==> config.mk <==
export PLATFORM = sky130hd
export DESIGN_NAME = pdma_chan
export DESIGN_NICKNAME = d
export VERILOG_FILES = /design/src/rtl/pdma_pkg.sv /design/src/rtl/pdma_dir_regs.sv /design/src/rtl/pdma_seq.sv /design/src/rtl/pdma_chan.sv
export SDC_FILE = /design/constraint.sdc
export NUM_CORES = 1
export LEC_CHECK = 0
export BUFFER_PORTS_ARGS = -buffer_cell sky130_fd_sc_hd__buf_4
export CAP_MARGIN = 15
export CORE_ASPECT_RATIO = 0.5
export CORE_MARGIN = 2
export CORE_UTILIZATION = 35
export CTS_BUF_LIST = sky130_fd_sc_hd__clkbuf_4 sky130_fd_sc_hd__clkbuf_8
export DETAILED_ROUTE_END_ITERATION = 10
export GPL_ROUTABILITY_DRIVEN = 0
export GPL_TIMING_DRIVEN = 0
export PLACE_DENSITY_LB_ADDON = 0.12
export SETUP_SLACK_MARGIN = 0.15
export SYNTH_ARGS = -nofsm -noshare
export SYNTH_HDL_FRONTEND = slang
export SYNTH_HIERARCHICAL = 1
export SYNTH_SLANG_ARGS = --single-unit
==> constraint.sdc <==
create_clock -name clk -period 1.8 [get_ports clk]
set_input_delay 0.36 -clock clk [delete_from_list [all_inputs] [get_ports clk]]
set_output_delay 0.36 -clock clk [all_outputs]
set_load 0.05 [all_outputs]
==> src/rtl/pdma_pkg.sv <==
package pdma_pkg;
   localparam int REG_W = 32;

   // word index within the register window (address bits [5:2])
   // bit0 = counter, bit1 = transmit, bit2 = queued buffer
   localparam int IDX_CTL  = 8;
   localparam int IDX_STAT = 9;

   // control / status bit positions
   localparam int RX_ON  = 0;
   localparam int RX_OFF = 1;
   localparam int TX_ON  = 8;
   localparam int TX_OFF = 9;

   localparam int DIR_RX = 0;
   localparam int DIR_TX = 1;

   typedef enum logic [1:0] {
      SQ_IDLE  = 2'd0,
      SQ_FIRST = 2'd1,
      SQ_FINAL = 2'd2
   } seq_state_e;
endpackage

==> src/rtl/pdma_dir_regs.sv <==
module pdma_dir_regs #(
   parameter int PTR_W = 32,
   parameter int CNT_W = 16
) (
   input  logic             clk,
   input  logic             rst_n,
   input  logic [31:0]      wdata,
   input  logic             wr_ptr,
   input  logic             wr_cnt,
   input  logic             wr_nptr,
   input  logic             wr_ncnt,
   input  logic             clr_cur,
   input  logic             promote,
   output logic [PTR_W-1:0] cur_ptr,
   output logic [CNT_W-1:0] cur_cnt,
   output logic [PTR_W-1:0] nxt_ptr,
   output logic [CNT_W-1:0] nxt_cnt
);
   always_ff @(posedge clk or negedge rst_n) begin
      if (!rst_n) begin
         cur_ptr <= '0;
         cur_cnt <= '0;
         nxt_ptr <= '0;
         nxt_cnt <= '0;
      end else begin
         if (promote)      cur_ptr <= nxt_ptr;
         else if (wr_ptr)  cur_ptr <= wdata[PTR_W-1:0];

         if (promote)      cur_cnt <= nxt_cnt;
         else if (clr_cur) cur_cnt <= '0;
         else if (wr_cnt)  cur_cnt <= wdata[CNT_W-1:0];

         if (wr_nptr)      nxt_ptr <= wdata[PTR_W-1:0];

         if (promote)      nxt_cnt <= '0;
         else if (wr_ncnt) nxt_cnt <= wdata[CNT_W-1:0];
      end
   end
endmodule

==> src/rtl/pdma_seq.sv <==
module pdma_seq
   import pdma_pkg::*;
(
   input  logic       clk,
   input  logic       rst_n,
   input  logic       ctl_wr,
   input  logic [1:0] on_req,
   input  logic [1:0] off_req,
   input  logic [1:0] nxt_zero,
   input  logic       rsp_valid,
   input  logic       rsp_accept,
   output logic [1:0] dir_en,
   output logic       busy,
   output logic       last,
   output logic [1:0] clr_cur,
   output logic [1:0] promote
);
   seq_state_e state;
   logic [1:0] en_next;
   logic       all_empty;

   assign en_next   = (dir_en | on_req) & ~off_req;
   assign all_empty = &(~dir_en | nxt_zero);
   assign busy      = (state != SQ_IDLE);
   assign last      = (state == SQ_FINAL) || all_empty;

   always_ff @(posedge clk or negedge rst_n) begin
      if (!rst_n) begin
         state  <= SQ_IDLE;
         dir_en <= '0;
      end else begin
         unique case (state)
            SQ_IDLE: if (ctl_wr) begin
               dir_en <= en_next;
               if (|en_next) state <= SQ_FIRST;
            end
            SQ_FIRST: if (rsp_valid)
               state <= (rsp_accept && !all_empty) ? SQ_FINAL : SQ_IDLE;
            SQ_FINAL: if (rsp_valid) state <= SQ_IDLE;
            default: state <= SQ_IDLE;
         endcase
      end
   end

   for (genvar d = 0; d < 2; d++) begin : g_dir
      assign clr_cur[d] = dir_en[d] && rsp_valid &&
                          (((state == SQ_FIRST) && rsp_accept) || (state == SQ_FINAL));
      assign promote[d] = dir_en[d] && rsp_valid && rsp_accept &&
                          (state == SQ_FIRST) && !all_empty;
   end
endmodule

==> src/rtl/pdma_chan.sv <==
module pdma_chan
   import pdma_pkg::*;
#(
   parameter int ADDR_W = 12,
   parameter int BASE   = 'h100,
   parameter int PTR_W  = 32,
   parameter int CNT_W  = 16
) (
   input  logic              clk,
   input  logic              rst_n,
   input  logic              reg_wr,
   input  logic [ADDR_W-1:0] reg_addr,
   input  logic [31:0]       reg_wdata,
   output logic [31:0]       reg_rdata,
   output logic              reg_ready,
   output logic              req_valid,
   output logic [PTR_W-1:0]  req_tx_ptr,
   output logic [CNT_W-1:0]  req_tx_len,
   output logic [PTR_W-1:0]  req_rx_ptr,
   output logic [CNT_W-1:0]  req_rx_len,
   output logic              req_last,
   input  logic              rsp_valid,
   input  logic              rsp_accept
);
   localparam logic [ADDR_W-1:0] BASE_A = ADDR_W'(BASE);

   initial begin
      assert (ADDR_W >= 7) else $error("ADDR_W too small for register window");
      assert (BASE % 64 == 0) else $error("BASE must be 64-byte aligned");
      assert (PTR_W >= 1 && PTR_W <= REG_W) else $error("PTR_W out of range");
      assert (CNT_W >= 1 && CNT_W <= REG_W) else $error("CNT_W out of range");
   end

   logic       hit, wr_go, ctl_wr, busy, last;
   logic [3:0] idx;
   logic [1:0] dir_en, nxt_zero, clr_cur, promote;
   logic [1:0][PTR_W-1:0] cur_ptr, nxt_ptr;
   logic [1:0][CNT_W-1:0] cur_cnt, nxt_cnt;

   assign idx    = reg_addr[5:2];
   assign hit    = (reg_addr[ADDR_W-1:6] == BASE_A[ADDR_W-1:6]) && (reg_addr[1:0] == 2'b00);
   assign wr_go  = reg_wr && reg_ready && hit;
   assign ctl_wr = wr_go && (idx == 4'(IDX_CTL));

   for (genvar d = 0; d < 2; d++) begin : g_dir
      localparam logic [3:0] I_PTR  = 4'(d * 2);
      localparam logic [3:0] I_CNT  = 4'(d * 2 + 1);
      localparam logic [3:0] I_NPTR = 4'(d * 2 + 4);
      localparam logic [3:0] I_NCNT = 4'(d * 2 + 5);

      pdma_dir_regs #(.PTR_W(PTR_W), .CNT_W(CNT_W)) u_regs (
         .clk     (clk),
         .rst_n   (rst_n),
         .wdata   (reg_wdata),
         .wr_ptr  (wr_go && idx == I_PTR),
         .wr_cnt  (wr_go && idx == I_CNT),
         .wr_nptr (wr_go && idx == I_NPTR),
         .wr_ncnt (wr_go && idx == I_NCNT),
         .clr_cur (clr_cur[d]),
         .promote (promote[d]),
         .cur_ptr (cur_ptr[d]),
         .cur_cnt (cur_cnt[d]),
         .nxt_ptr (nxt_ptr[d]),
         .nxt_cnt (nxt_cnt[d])
      );
      assign nxt_zero[d] = (nxt_cnt[d] == '0);
   end

   pdma_seq u_seq (
      .clk        (clk),
      .rst_n      (rst_n),
      .ctl_wr     (ctl_wr),
      .on_req     ({reg_wdata[TX_ON],  reg_wdata[RX_ON]}),
      .off_req    ({reg_wdata[TX_OFF], reg_wdata[RX_OFF]}),
      .nxt_zero   (nxt_zero),
      .rsp_valid  (rsp_valid),
      .rsp_accept (rsp_accept),
      .dir_en     (dir_en),
      .busy       (busy),
      .last       (last),
      .clr_cur    (clr_cur),
      .promote    (promote)
   );

   assign reg_ready  = !busy;
   assign req_valid  = busy;
   assign req_last   = last;
   assign req_tx_ptr = cur_ptr[DIR_TX];
   assign req_rx_ptr = cur_ptr[DIR_RX];
   assign req_tx_len = dir_en[DIR_TX] ? cur_cnt[DIR_TX] : '0;
   assign req_rx_len = dir_en[DIR_RX] ? cur_cnt[DIR_RX] : '0;

   always_comb begin
      reg_rdata = '0;
      if (hit) begin
         case (idx)
            4'd0, 4'd2: reg_rdata = REG_W'(cur_ptr[idx[1]]);
            4'd1, 4'd3: reg_rdata = REG_W'(cur_cnt[idx[1]]);
            4'd4, 4'd6: reg_rdata = REG_W'(nxt_ptr[idx[1]]);
            4'd5, 4'd7: reg_rdata = REG_W'(nxt_cnt[idx[1]]);
            4'(IDX_STAT): begin
               reg_rdata[RX_ON] = dir_en[DIR_RX];
               reg_rdata[TX_ON] = dir_en[DIR_TX];
            end
            default: reg_rdata = '0;
         endcase
      end
   end
endmodule

==> flow_summary_export.csv <==
group,metric,value,unit
worst_hold_path,min_delay_path_depth,2,
power,power,0.00834,W
status,outcome,"complete, but fails checks",
timing,hold_viol,0,
power,p_int,0.00619,W
worst_hold_path,hp-class,"input pin to flop",
power,vdd_ir_drop_max,0.000491,V
status,violations,"negative setup slack",
logic_synthesis,ys.flop_type,"dfrtp_1",
power,seq_power_share,0.532,
die,die_h,126,µm
power,power_frac_clock,0.391,
die,coreArea,29200,µm²
power,p_sw_frac,0.258,
timing,relSlewSlack,0.549,
global_route,grt_pass1_vias,9883,
global_route,track_usage,0.280,
power,leakagePower,7.84,nW
cts,cts_max_path_buffers,2,
drt,wire_per_inst,25.8,µm
power,power_density,469,nW/µm²
logic_synthesis,synth_cell_types,48,
worst_setup_path,slowest_stage,"dfrtp_1",
worst_setup_path,cp-start-kind,"flop",
logic_synthesis,synth_nets,1006,
logic_synthesis,yosys_warnings,6,
drt,ant_nets,0,
worst_setup_path,worstPathArrival,2.91,ns
worst_setup_path,slowest_delay,0.44,ns
die,initial_utilization,0.358,
worst_setup_path,required,2.26,ns
timing,worst_pin_slew,0.676,ns
worst_setup_path,end_kind,"flop",
timing,post-route-period-util,1.36,
global_route,antenna_found_initial,0,
worst_setup_path,r2r_end,"g_dir[1].u_regs/cur_cnt[14]",
placement,dp_slack,-0.882,ns
worst_setup_path,critPathMaxFanout,6,
placement,numPortBuffers,178,
final_layout,final_cell_mix,"buf_4 (189), dfrtp_1 (184), mux2i_1 (129), buf_6 (102), o21ai_2 (84)",
placement,hpwlAfterDp,25900,µm
drt,via_per_inst,5.64,
drt,wl,44400,µm
timing,final_max_slew_viol_count,0,
timing,timing.final.ws_setup,-0.648,ns
cts,cts_tree,"done",
worst_hold_path,min_to,"u_seq/state[1]",
worst_hold_path,hp-start,"rsp_valid",
logic_synthesis,avgSynthCellArea,10.9,µm²
logic_synthesis,synth_seq_cells,196,
cts,clkLatencyLatePin,0.53,ns
placement,placed_cell_area,13400,µm²
die,die_w,248,µm
timing,fmax,0.409,GHz
die,io_pins,180,
cts,clock-sinks,196,
drt,via_count,9707,
final_layout,final_common_cell,"buf_4",
drt,drt_iter0_drc,849,
worst_setup_path,r2r_setup_slack,-0.65,ns
die,fp-row-count,44,
timing,setup_viol,261,
final_layout,drive_above_1_share,0.650,
run,max_cap_violations,0,
logic_synthesis,async_flop_share,1.00,
power,p_comb_frac,0.077,
logic_synthesis,synth-edff-count,0,
worst_setup_path,worstSetupPathType,"flop to flop",
logic_synthesis,yosysSeqAreaShare,0.470,
timing,tns,-98.88,ns
timing,clock_skew,0.0161,ns
global_route,grt_max_degree,115,
cts,cts_root_buf,"clkbuf_8",
die,dieArea,31300,µm²
logic_synthesis,post-synth-top-area-cell,"dfrtp_1",
worst_setup_path,rr_startpoint,"g_dir[0].u_regs/nxt_cnt[4]",
final_layout,finalInstanceArea,17800,µm²
logic_synthesis,synth.area.top_cells,"dfrtp_1 (47%), mux2i_1 (13%), mux2_2 (11%), nand2_1 (4.6%), o21ai_0 (3.7%)",
final_layout,fin_nets,1367,
cts,numCtsBuffers,17,
power,switchingPower,0.00215,W
drt,first_pass_iters,8,
timing,min_period,2.45,ns
timing,rsz0062_at_grt,"yes",
cts,h-tree-depth,4,
logic_synthesis,synthCells,957,
drt,drc,0,
final_layout,area_growth,70.4,%
worst_setup_path,ff2ff_path_depth,10,
logic_synthesis,synthesis.area,10400,µm²
global_route,overflow,0,
global_route,grt_pass1_wl,63700,µm
final_layout,diodes,0,
worst_setup_path,cpMostUsedCell,"buf_6",
cts,path_clk_slew,0.11,ns
logic_synthesis,synth_top_cell_area_share,0.470,
worst_setup_path,path_cells,"nor4_2, and4_4, nor2b_4, o211a_1, and2_4, buf_6, or2_1, buf_6, buf_16, o21ai_4",
-- flip-flops by register name, indices dropped and copies added, names as in the netlist --
signal	flops
g_dir.u_regs/cur_ptr	64
g_dir.u_regs/nxt_ptr	64
g_dir.u_regs/cur_cnt	32
g_dir.u_regs/nxt_cnt	32
u_seq/dir_en	2
u_seq/state	2
-- worst max-delay path by stage --
stage	endpoint	slack (ns)	start
floorplan	g_dir[0].u_regs/cur_cnt[10]	-0.28	u_seq/state[0]
global placement	g_dir[0].u_regs/cur_ptr[11]	-1.09	rst_n
detailed placement	g_dir[0].u_regs/cur_ptr[7]	-0.88	g_dir[0].u_regs/nxt_cnt[7]
CTS	req_last	-0.59	g_dir[0].u_regs/nxt_cnt[0]
global route	g_dir[1].u_regs/cur_cnt[5]	-0.70	g_dir[0].u_regs/nxt_cnt[7]
finish	g_dir[1].u_regs/cur_cnt[14]	-0.65	g_dir[0].u_regs/nxt_cnt[4]
-- power by group through the flow --
stage | Combinational (W) | Clock, W | Sequential, W
floorplan | 0.000177 | 0 | 0.00454
global placement | 0.000523 | 0 | 0.00452
detailed placement | 0.000539 | 0 | 0.00452
CTS | 0.000606 | 0.00329 | 0.00444
global route | 0.000677 | 0.00350 | 0.00444
finish | 0.000641 | 0.00326 | 0.00444
-- layer usage --
metal / wire, µm / global-route usage / part of all wire / vias up
met3: 3130 / 0.0663 / 0.071 / 67
met1: 19800 / 0.393 / 0.45 / 5090
met5: 0 / 0 / 0 / -
met4: 1100 / 0.0819 / 0.025 / 0
met2: 20300 / 0.428 / 0.46 / 374
li1: - / - / - / 4176
-- critical path, delay by kind of cell, from the launching register on --
kind	cells	cell delay [ns]
compound gates	2	0.35
buf+inv	3	0.45
flops	1	0.44
simple gates	5	1.12
-- cell usage after synthesis (all sizes together), types with 2 or more instances --
cell type	count
buf	61
clkbuf	17
a21oi	22
mux2	108
and2	34
o211a	2
and3b	2
nand4b	2
nor2	41
a222oi	16
a31oi	14
nor3b	4
nor4b	4
o31a	2
o22ai	3
a22oi	28
dfrtp	196
nand2	127
inv	9
a22o	2
nor2b	3
or2	3
mux2i	132
o21ai	98
and4	2
nor3	3
nor4	12
-- layout make-up --
| type | instances | area (µm²) |
|---|---|---|
| buffer | 78 | 1220 |
| clock buffer | 18 | 241 |
| clock inverter | 14 | 184 |
| fill | 2313 | 11400 |
| inverter | 9 | 37.5 |
| multi-input combinational | 674 | 6870 |
| sequential | 196 | 4920 |
| tap | 391 | 489 |
| timing repair buffer | 342 | 3810 |
-- cell families after synthesis --
| family | after synthesis | synth area share |
|---|---|---|
| simple gates | 245 | 0.118 |
| compound gates | 189 | 0.117 |
| flops | 196 | 0.470 |
| mux | 240 | 0.243 |
| buf+inv | 87 | 0.0511 |
-- per-stage QoR --
step | instances | hold WS [ns] | utilization
after detailed placement | 1527 | 0.417 | 0.459
after floorplan | 957 | 0.0644 | -
after CTS | 1693 | 0.0258 | 0.575
after global placement | 1526 | 0.496 | 0.458
final | 1722 | 0.0614 | 0.609
after global routing | 1722 | 0.0340 | 0.609
-- repair_timing --
item	in CTS	in global routing
setup buffers	111	28
pin swaps	139	68
gates cloned	22	2
gates resized for setup	391	196
hold buffers	1	0
endpoints found under the setup margin	263	279
endpoints found under the hold margin	82	0
(Power assumes the default switching activity.)
